`src/rtl/halt_ctl_pkg.sv`:
```
package halt_ctl_pkg;

    typedef enum logic [0:0] {
        ST_RUN    = 1'b0,
        ST_HALTED = 1'b1
    } hstate_t;

    // Cause code equals the rank of the source; lower wins.
    typedef enum logic [1:0] {
        CAUSE_FAULT = 2'd0,
        CAUSE_HWBP  = 2'd1,
        CAUSE_INSN  = 2'd2,
        CAUSE_PIN   = 2'd3
    } cause_t;

    localparam int N_SRC   = 4;
    localparam int CAUSE_W = $clog2(N_SRC);
    localparam int N_PEND  = 2;  // deferred sources: hw breakpoint, pin

endpackage

```
`src/rtl/halt_pend.sv`:
```
module halt_pend
    import halt_ctl_pkg::*;
#(
    parameter int N = N_PEND
) (
    input  logic         clk,
    input  logic         rst_n,
    input  logic         en_i,
    input  logic         clr_i,
    input  logic [N-1:0] set_i,
    output logic [N-1:0] eff_o
);

    logic [N-1:0] pend_q;

    for (genvar i = 0; i < N; i++) begin : g_bit
        always_ff @(posedge clk or negedge rst_n) begin
            if (!rst_n) begin
                pend_q[i] <= 1'b0;
            end else if (clr_i) begin
                pend_q[i] <= 1'b0;
            end else if (en_i && set_i[i]) begin
                pend_q[i] <= 1'b1;
            end
        end

        // A request arriving in the sample cycle itself is already visible.
        assign eff_o[i] = pend_q[i] | (en_i & set_i[i]);
    end

endmodule

```
`src/rtl/halt_arb.sv`:
```
module halt_arb
    import halt_ctl_pkg::*;
(
    input  logic               run_i,
    input  logic               fault_i,
    input  logic               hwbp_eff_i,
    input  logic               insn_ok_i,
    input  logic               pin_eff_i,
    input  logic               sample_i,
    output logic               take_o,
    output logic [CAUSE_W-1:0] cause_o
);

    logic [N_SRC-1:0] req;

    always_comb begin
        req                  = '0;
        req[int'(CAUSE_FAULT)] = fault_i;
        req[int'(CAUSE_HWBP)]  = hwbp_eff_i & sample_i;
        req[int'(CAUSE_INSN)]  = insn_ok_i;
        req[int'(CAUSE_PIN)]   = pin_eff_i & sample_i;
        req                  = run_i ? req : '0;
    end

    always_comb begin
        take_o  = |req;
        cause_o = '0;
        for (int k = N_SRC - 1; k >= 0; k--) begin
            if (req[k]) begin
                cause_o = CAUSE_W'(k);
            end
        end
    end

endmodule

```
`src/rtl/halt_fsm.sv`:
```
module halt_fsm
    import halt_ctl_pkg::*;
(
    input  logic               clk,
    input  logic               rst_n,
    input  logic               take_i,
    input  logic [CAUSE_W-1:0] cause_i,
    input  logic               go_i,
    input  logic               viol_i,
    output logic               run_o,
    output logic               halted_o,
    output logic [CAUSE_W-1:0] cause_o,
    output logic               priv_o
);

    hstate_t            state_q, state_d;
    logic [CAUSE_W-1:0] cause_q;
    logic               priv_q;

    always_ff @(posedge clk or negedge rst_n) begin
        if (!rst_n) begin
            state_q <= ST_RUN;
            cause_q <= '0;
            priv_q  <= 1'b0;
        end else begin
            state_q <= state_d;
            if (state_q == ST_RUN && take_i) begin
                cause_q <= cause_i;
            end
            priv_q <= (state_q == ST_RUN) && viol_i && !take_i;
        end
    end

    always_comb begin
        state_d = state_q;
        unique case (state_q)
            ST_RUN:    if (take_i) state_d = ST_HALTED;  // TAKE
            ST_HALTED: if (go_i)   state_d = ST_RUN;     // RESUME
            default:   state_d = ST_RUN;
        endcase
    end

    always_comb begin
        run_o    = 1'b0;
        halted_o = 1'b0;
        cause_o  = '0;
        unique case (state_q)
            ST_RUN:    run_o = 1'b1;
            ST_HALTED: begin
                halted_o = 1'b1;
                cause_o  = cause_q;
            end
            default:   run_o = 1'b1;
        endcase
        priv_o = priv_q;
    end

endmodule

```
`src/rtl/halt_ctl.sv`:
```
module halt_ctl
    import halt_ctl_pkg::*;
#(
    parameter int STATUS_W = 4
) (
    input  logic                clk,
    input  logic                rst_n,
    input  logic                dbl_fault_i,
    input  logic                hw_bkpt_i,
    input  logic                halt_insn_i,
    input  logic                user_mode_i,
    input  logic                bkpt_pin_i,
    input  logic                sample_i,
    input  logic                uhe_i,
    input  logic                go_i,
    input  logic [STATUS_W-1:0] core_status_i,
    output logic                halted_o,
    output logic [STATUS_W-1:0] status_o,
    output logic                priv_viol_o,
    output logic [1:0]          cause_o
);

    localparam logic [STATUS_W-1:0] HALT_CODE = '1;

    logic               run;
    logic               take;
    logic [CAUSE_W-1:0] arb_cause;
    logic [CAUSE_W-1:0] fsm_cause;
    logic [N_PEND-1:0]  pend_eff;
    logic               insn_ok;
    logic               insn_viol;

    assign insn_ok   = halt_insn_i & (~user_mode_i | uhe_i);
    assign insn_viol = halt_insn_i & user_mode_i & ~uhe_i;

    halt_pend #(.N(N_PEND)) u_pend (
        .clk   (clk),
        .rst_n (rst_n),
        .en_i  (run),
        .clr_i (take),
        .set_i ({bkpt_pin_i, hw_bkpt_i}),
        .eff_o (pend_eff)
    );

    halt_arb u_arb (
        .run_i      (run),
        .fault_i    (dbl_fault_i),
        .hwbp_eff_i (pend_eff[0]),
        .insn_ok_i  (insn_ok),
        .pin_eff_i  (pend_eff[1]),
        .sample_i   (sample_i),
        .take_o     (take),
        .cause_o    (arb_cause)
    );

    halt_fsm u_fsm (
        .clk      (clk),
        .rst_n    (rst_n),
        .take_i   (take),
        .cause_i  (arb_cause),
        .go_i     (go_i),
        .viol_i   (insn_viol),
        .run_o    (run),
        .halted_o (halted_o),
        .cause_o  (fsm_cause),
        .priv_o   (priv_viol_o)
    );

    assign cause_o  = 2'(fsm_cause);
    assign status_o = halted_o ? HALT_CODE : core_status_i;

endmodule

```
`config.mk`:
```
export PLATFORM = sky130hd
export DESIGN_NAME = halt_ctl
export DESIGN_NICKNAME = d
export VERILOG_FILES = /design/src/rtl/halt_ctl_pkg.sv /design/src/rtl/halt_pend.sv /design/src/rtl/halt_arb.sv /design/src/rtl/halt_fsm.sv /design/src/rtl/halt_ctl.sv
export SDC_FILE = /design/constraint.sdc
export NUM_CORES = 1
export LEC_CHECK = 0
export ABC_AREA = 1
export BUFFER_PORTS_ARGS = -buffer_cell sky130_fd_sc_hd__buf_2
export CORE_AREA = 10 10 47 49
export DETAILED_ROUTE_END_ITERATION = 8
export DIE_AREA = 0 0 57 59
export PLACE_DENSITY = 0.55
export REMOVE_ABC_BUFFERS = 1
export SETUP_SLACK_MARGIN = 0.2
export SLEW_MARGIN = 30
export SYNTH_ARGS = -nofsm -noshare
export SYNTH_HDL_FRONTEND = slang
export SYNTH_SLANG_ARGS = --single-unit
```
`constraint.sdc`:
```
create_clock -name clk -period 3.25 [get_ports clk]
set_clock_uncertainty 0.15 [all_clocks]
set_input_delay 0.65 -clock clk [delete_from_list [all_inputs] [get_ports clk]]
set_output_delay 0.65 -clock clk [all_outputs]
set_load 0.01 [all_outputs]
```
Yosys cells after proc, flatten, opt, wreduce, memory -nomap -nowiden

Index checks and enable logic that the tools add are counted.

Logic and storage cells: 43
Output and inout bits: 8
Input port bits: 14
Bits in registers: 6

Bitwise operators: 13
Mux-type cells: 16
Reduce and logical (&&, ||, !) cells: 9

Operators by type and width:

| operator                           | number |
|---|---|
| two-way mux 2 bit                  | 5 |
| two-way mux 1 bit                  | 8 |
| two-way mux 4 bit                  | 2 |
| AND 1 bit                          | 7 |
| logical AND 1 bit                  | 5 |
| nonzero test 2 bit                 | 2 |
| OR reduction 4 bit                 | 1 |
| inverter 1 bit                     | 3 |
| OR 1 bit                           | 3 |
| one-hot mux 1 bit (2 select lines) | 1 |
| zero test 1 bit                    | 1 |

Logic depth before layout (Yosys ltp)

Gate-level depths: netlist (run 1).

Depth after elaboration: 9
Depth in mapped cells: 9
Depth with buffers taken out: 8

By module

Synthesis (run 1) repeated with hierarchy kept, for this count alone.

Cell total of the unflattened synthesis: 51
Area total of the unflattened synthesis: 354.1 um^2

Modules (own cells, without submodules):

| module    | seq. area each (um^2) | instances | cells each | area each (um^2) |
|---|---|---|---|---|
| halt_fsm  | 100.1                 | 1         | 19         | 162.7 |
| halt_pend | 50.0                  | 1         | 10         | 82.6 |
| halt_arb  | 0.0                   | 1         | 13         | 63.8 |
| halt_ctl  | 0.0                   | 1         | 9          | 45.0 |

Worst setup path before layout (run 1)

No wires, ideal clock.

Kind: input to output
From: in core_status_i[0]
To: out status_o[0]
Slack: 1.512 ns
Data arrival time: 0.938 ns
Required time: 2.450 ns
Stages: 1
Buffers on the path: 0
Path through: or2_2

Longest elaborated chain between the ends: 1

RTL lines:

| item              | line           | RTL |
|---|---|---|
| start, declared   | halt_ctl.sv:16 | `input logic [STATUS_W-1:0] core_status_i,` |
| two-way mux 4 bit | halt_ctl.sv:70 | `assign status_o = halted_o ? HALT_CODE : core_status_i;` |
| end, declared     | halt_ctl.sv:18 | `output logic [STATUS_W-1:0] status_o,` |

No other way between the ends.

Final worst setup path (run 1)

From: reg u_fsm.state_q
To: out status_o[1]

Longest elaborated chain between the ends: 2

RTL lines:

| item                   | line           | RTL |
|---|---|---|
| start, declared        | halt_fsm.sv:16 | `hstate_t state_q, state_d;` |
| start signal, assigned | halt_fsm.sv:26 | `state_q <= state_d;` |
| two-way mux 1 bit      | halt_fsm.sv:47 | `unique case (state_q)` |
| two-way mux 4 bit      | halt_ctl.sv:70 |  |

No other way between the ends.

==> results of run 1 <==
-- registers in the layout, summed over array words and instances, names as in the netlist --
name,flops
u_pend.pend_q,2
u_fsm.cause_q,2
u_fsm.priv_o,1
u_fsm.state_q,1
-- synth_stat cells --
cell | number | area, um^2
nand2_2 | 4 | 25.02
o21ai_1 | 1 | 5.000
inv_1 | 11 | 41.29
or2_2 | 4 | 25.02
nor2_8 | 1 | 20.02
inv_6 | 1 | 8.760
a21oi_4 | 1 | 16.27
nand3_1 | 4 | 20.02
nand2_1 | 9 | 33.78
dfrtp_1 | 6 | 150.1
inv_2 | 1 | 3.750
nor2_1 | 4 | 15.01
nand2_4 | 2 | 22.52
buf_6 | 1 | 11.26
o211ai_1 | 1 | 7.510
-- layer usage --
| layer | GRT usage [%] | share of wire (%) |
|---|---|---|
| met1 | 6.409 | 42 |
| met2 | 8.217 | 47 |
| met4 | 2.013 | 0.88 |
| met3 | 4.936 | 10 |
| met5 | 0 | 0 |
-- final cells by class --
class,instances,area (um^2)
Fill cell,161,859.6
Inverter,13,53.80
Sequential cell,6,150.1
Multi-Input combinational cell,31,190.2
Clock buffer,3,22.52
Timing Repair Buffer,21,105.1
Tap cell,16,20.02
-- per-stage QoR --
stage                     hold WS, ns  cell area [um^2]  setup slack [ns]  utilization (%)
final                         0.07447             541.8             1.137            38.66
after detailed placement       0.3212             519.2             1.303            37.05
after floorplan                0.2044             394.1             1.512                -
after global routing          0.06979             541.8             1.047            38.66
after global placement         0.3173             519.2             1.311            37.05
after CTS                     0.07299             541.8             1.110            38.66
-- logic make-up after synthesis --
group | count (synthesis) | share of synthesized area [%]
AND/OR/NAND/NOR | 28 | 39.81
buffers and inverters | 14 | 16.05
flip-flops | 6 | 37.04
AO/OA/AOI/OAI | 3 | 7.099
-- report_power, final --
| part | switching [mW] | internal (mW) |
|---|---|---|
| Sequential | 0.0386 | 0.107 |
| Combinational | 0.126 | 0.0962 |
| Clock | 0.0244 | 0.0416 |
| Total | 0.189 | 0.245 |
-- worst reg2reg max path, delay by kind of cell, from the launching register on --
family                 cells  cell delay [ns]
DFF                        1             0.66
and+or+nand+nor            2             0.14
buffers and inverters      1             0.07
AOI/OAI and AO/OA          2             0.29
-- final timing paths --
check	slack, ns	to
max	1.14	status_o[1]
min	0.07	u_fsm.cause_q[0]
min reg2reg	0.33	u_fsm.cause_q[1]
max in group asynchronous	2.73	u_fsm.priv_o
max reg2reg	1.82	u_fsm.state_q
min in group clk	0.33	u_fsm.cause_q[1]
==> metrics.yaml, run 1 <==
grt_pass1_wl_mm: 1.545
dp_hpwl_um: 809.7
start_kind: "flop"
drive_gt1_share_pct: 51.35
slew_viol_final: 0
gr-total-overflow: 0
cts-root-buf: "clkbuf_4"
hold_buffers: 0
crit_fanout: 11
chipHeight_um: 59
dieArea_mm2: 0.003363
setup_tns_ns: 0
syn_inst: 51
maxCapViolCount: 0
crit_arrival_ns: 1.31
maxSlewHeadroom_pct: 65.28
fin_cells: 90
synth-warning-count: 0
critPathMaxStageDelay_ns: 0.56
rsz0062_at_grt: "no"
yosysSeqAreaShare_pct: 37.04
crit_buf_inv: 1
wire_per_inst_um: 10.10
crit_slowest_cell: "dfrtp_1"
leakage_nw: 0.3343
drt_first_pass_iters: 2
post-route-min-period_ns: 2.113
fmax_mhz: 473.3
reg2reg_from: "u_fsm.state_q"
drt_iter0_drc: 3
clk_pin_slew_ns: 0.04
path_depth: 2
htreeDepth: 1
mostFrequentLayoutCell: "buf_2"
nNetsFinal: 90
setup_violations: 0
avgSynthCellArea_um2: 7.949
gp_congestion: 0.7861
finalCritPeriodShare_pct: 65.01
ys_ff_latch: 6
via_count: 369
clk-insertion-delay-late_ns: 0.24
start_util_pct: 28.93
final_cell_mix: "buf_2, inv_1, nand2_1"
critPathKind: "flop to output pin"
synth_cell_types: 15
core_area_mm2: 0.001401
cts_tree: "done"
hold_violations: 0
grt_max_degree: 12
syn_area_um2: 405.4
globalRouteTotalUtil_pct: 5.872
crit_chain: "or2_2 > buf_2"
io_buffers: 21
hold_class: "primary input to async pin"
vias_per_cell: 4.100
n_antenna_cell: 0
worstPathRequired_ns: 2.45
end_kind: "output pin"
die_w_um: 57
cts.path.max_buffers: 2
cp_top_family: "flip-flops"
cts_made_buffers: 3
antenna_found_initial: 0
syn_to_final_growth_pct: 33.64
drcViolationCount: 0
ios: 22
tightestPinTransition_ns: 0.5207
cts_resized: 0
finalPower_mw: 0.4339
p_per_area_mw_per_mm2: 800.8
reg2reg_depth: 5
ant_nets: 0
crit_start: "u_fsm.state_q"
dpl.cell_count: 87
clkSinkCount: 6
grt_pass1_vias: 355
rows: 14
post-cts-setup-buffers: 0
outcome: "finished, final reports clean"
wl_um: 909
ir_drop_uv: 376.7
Power figures use the tool's default switching activity.
==> run 2: changes to the inputs <==
Settings changed: ABC_AREA 1 to 0, PLACE_DENSITY 0.55 to 0.49.
Clock period 3.25 ns to 2.06 ns, I/O delays scaled along.
==> run 2 against run 1 <==
  * Routed wire length up 14%
  * Register-to-register slack worse by 1.3 ns
  * Non-clock buffer count up 1
  * Largest cell class unchanged
  * Critical endpoint is now status_o[2]
==> metrics.yaml, run 2 <==
outcome: "finished, final reports clean"
maxCapViolCount: 0  # unchanged
start_util_pct: 23.48  # -5.4 points
rsz0062_at_grt: "no"
htreeDepth: 1  # unchanged
io_buffers: 21  # unchanged
synth_commonest_cells: "dfrtp_1, a21oi_1, or2_2"
wire_per_inst_um: 13.62  # +35%
cts.path.max_buffers: 2  # unchanged
synth_cell_types: 17  # +2
core_area_mm2: 0.001401  # unchanged
syn_inst: 35  # -31%
cts_tree: "done"
synth_edf_count: 0  # unchanged
yosys.area.top_type: "dfrtp_1"
crit_arrival_ns: 1.21  # -0.10 ns
top_regs: "u_fsm.cause_q (2), u_pend.pend_q (2)"
drive_gt1_share_pct: 53.33  # +2.0 points
ys_ff_latch: 6  # unchanged
start_kind: "flop"
grt_pass1_vias: 400  # +13%
grt_pass1_wl_mm: 1.662  # +7.6%
leakage_nw: 0.2440  # -27%
final_cell_mix: "buf_2, dfrtp_1, or2_2, a21oi_1"
dieArea_mm2: 0.003363  # unchanged
crit_fanout: 11  # unchanged
maxSlewHeadroom_pct: 76.75  # +11 points
crit_slowest_cell: "dfrtp_1"
nNetsFinal: 76  # -16%
antenna_found_initial: 0  # unchanged
clk-insertion-delay-late_ns: 0.25  # about the same
worstPathRequired_ns: 1.50  # -0.95 ns
ant_nets: 0  # unchanged
grt_max_degree: 12  # unchanged
crit_buf_inv: 1  # unchanged
ios: 22  # unchanged
syn_to_final_growth_pct: 47.91
wl_mm: 1.035  # +14%
chipHeight_um: 59  # unchanged
ir_drop_uv: 363.6  # -3.5%
regArea_um2: 150.1  # unchanged
fmax_mhz: 565.7
drt_first_pass_iters: 2  # unchanged
drt_iter0_drc: 1  # -2
critPathKind: "flop to output pin"
nFillCells: 160  # -0.62%
vias_per_cell: 4.592  # +12%
slew_viol_final: 0  # unchanged
multiInputGateArea_um2: 171.4  # -9.9%
critPathMaxStageDelay_ns: 0.48  # -0.08 ns
ys_top_cells_by_area: "dfrtp_1, or2_2, a21oi_1, nor4_1, and2_1"
n_antenna_cell: 0  # unchanged
cts_made_buffers: 3  # unchanged
via_count: 349  # -5.4%
avgSynthCellArea_um2: 9.402  # +18%
finalCritPeriodShare_pct: 85.81
mostFrequentLayoutCell: "buf_2"
p_per_area_mw_per_mm2: 1193  # +49%
post-cts-setup-buffers: 0  # unchanged
globalRouteTotalUtil_pct: 6.304  # +0.43 points
cts-root-buf: "clkbuf_4"
fin_ws_ns: 0.2922  # -0.8450 ns
synth_top_area_share_pct: 45.63  # +8.6 points
end_kind: "output pin"
tightestPinTransition_ns: 0.3451  # -0.1756 ns
dominantRegCellSynth: "dfrtp_1"
syn_area_um2: 329.1  # -19%
gp_congestion: 0.8125  # +3.4%
dp_hpwl_um: 834  # +3.0%
synthArstFlopShare_pct: 100.0  # unchanged
crit_chain: "or2_2 > buf_2"
synth-warning-count: 0  # unchanged
rows: 14  # unchanged
post-route-min-period_ns: 1.768
drcViolationCount: 0  # unchanged
hold_violations: 0  # unchanged
hold_class: "primary input to flop"
clkSinkCount: 6  # unchanged
setup_violations: 0  # unchanged
gr-total-overflow: 0  # unchanged
cp_top_family: "flip-flops"
pre_cts_ws_ns: 0.3551  # -0.9478 ns
yosysSeqAreaShare_pct: 45.63  # +8.6 points
die_w_um: 57  # unchanged
clk_pin_slew_ns: 0.05  # about the same
yosysMostFrequentCell: "dfrtp_1"
setup_tns_ns: 0  # unchanged
run 2: cell count changes in the layout (fill, tap and decap cells not counted), moves of 2 or more:
| cell | delta |
|---|---|
| a21oi_1 | +4 |
| and2_1 | +2 |
| inv_1 | -9 |
| nand2_1 | -8 |
| nand2_2 | -4 |
| nand2_4 | -2 |
| nand2b_1 | +2 |
| nand3_1 | -4 |
| nor2_1 | -2 |
| nor4_1 | +3 |
| o21ai_0 | +2 |
run 2: per-layer routing:
metal  GRT usage [%]  share of wire (%)
met1           5.676                 43
met2           10.23                 44
met3           3.648                 11
met4           5.034                2.3
met5               0                  0
run 2: layout make-up:
| cell class | count | area share [%] |
|---|---|---|
| clock buffer | 3 | 4.627 |
| tap | 16 | 4.113 |
| multi-input combinational | 27 | 35.22 |
| sequential | 6 | 30.85 |
| timing repair buffer | 22 | 23.65 |
| inverter | 2 | 1.542 |
run 2: what timing repair did:
item                                   4_1_cts  5_1_grt
hold buffers                                 1        0
gates resized for setup                      0        0
endpoints found under the hold margin        6        0
run 2: final timing paths:
kind | from | endpoint | slack [ns] | cells past startpoint
max | u_fsm.state_q | status_o[2] | 0.29 | 2
min | dbl_fault_i | u_fsm.cause_q[0] | 0.22 | 2
max reg2reg | u_fsm.state_q | u_fsm.state_q | 0.50 | 3
min reg2reg | u_fsm.cause_q[1] | u_fsm.cause_q[1] | 0.39 | 1
max in group asynchronous | rst_n | u_fsm.cause_q[1] | 1.25 | 2
min in group asynchronous | rst_n | u_fsm.state_q | 0.36 | 2
run 2: per-stage QoR:
| stage | total power [mW] | util, % | hold WS, ns | instance area [um^2] | instances |
|---|---|---|---|---|---|
| final | 0.5807 | 34.73 | 0.2199 | 486.7 | 76 |
| after global routing | 0.6346 | 34.73 | 0.2390 | 486.7 | 76 |
| after global placement | 0.4726 | 32.41 | 0.09487 | 454.2 | 72 |
| after CTS | 0.5910 | 34.73 | 0.2195 | 486.7 | 76 |
| after floorplan | 0.3691 | - | -0.03359 | 329.1 | 35 |
| after detailed placement | 0.4701 | 32.41 | 0.09652 | 454.2 | 72 |
run 2: worst register-to-register path: cells and delay by family, from the launching register on:
family	cells	cell delay, ns
and+or+nand+nor	3	0.76
DFF	1	0.51
run 2: cell families after synthesis:
group           share of synthesized area, %
simple gates                           36.88
compound gates                         15.21
flops                                  45.63
buf+inv                                2.282
run 2: report_power, final:
group	internal, mW	total (mW)	switching, mW
sequential	0.163	0.206	0.0430
combinational	0.132	0.258	0.127
clock	0.0664	0.116	0.0496
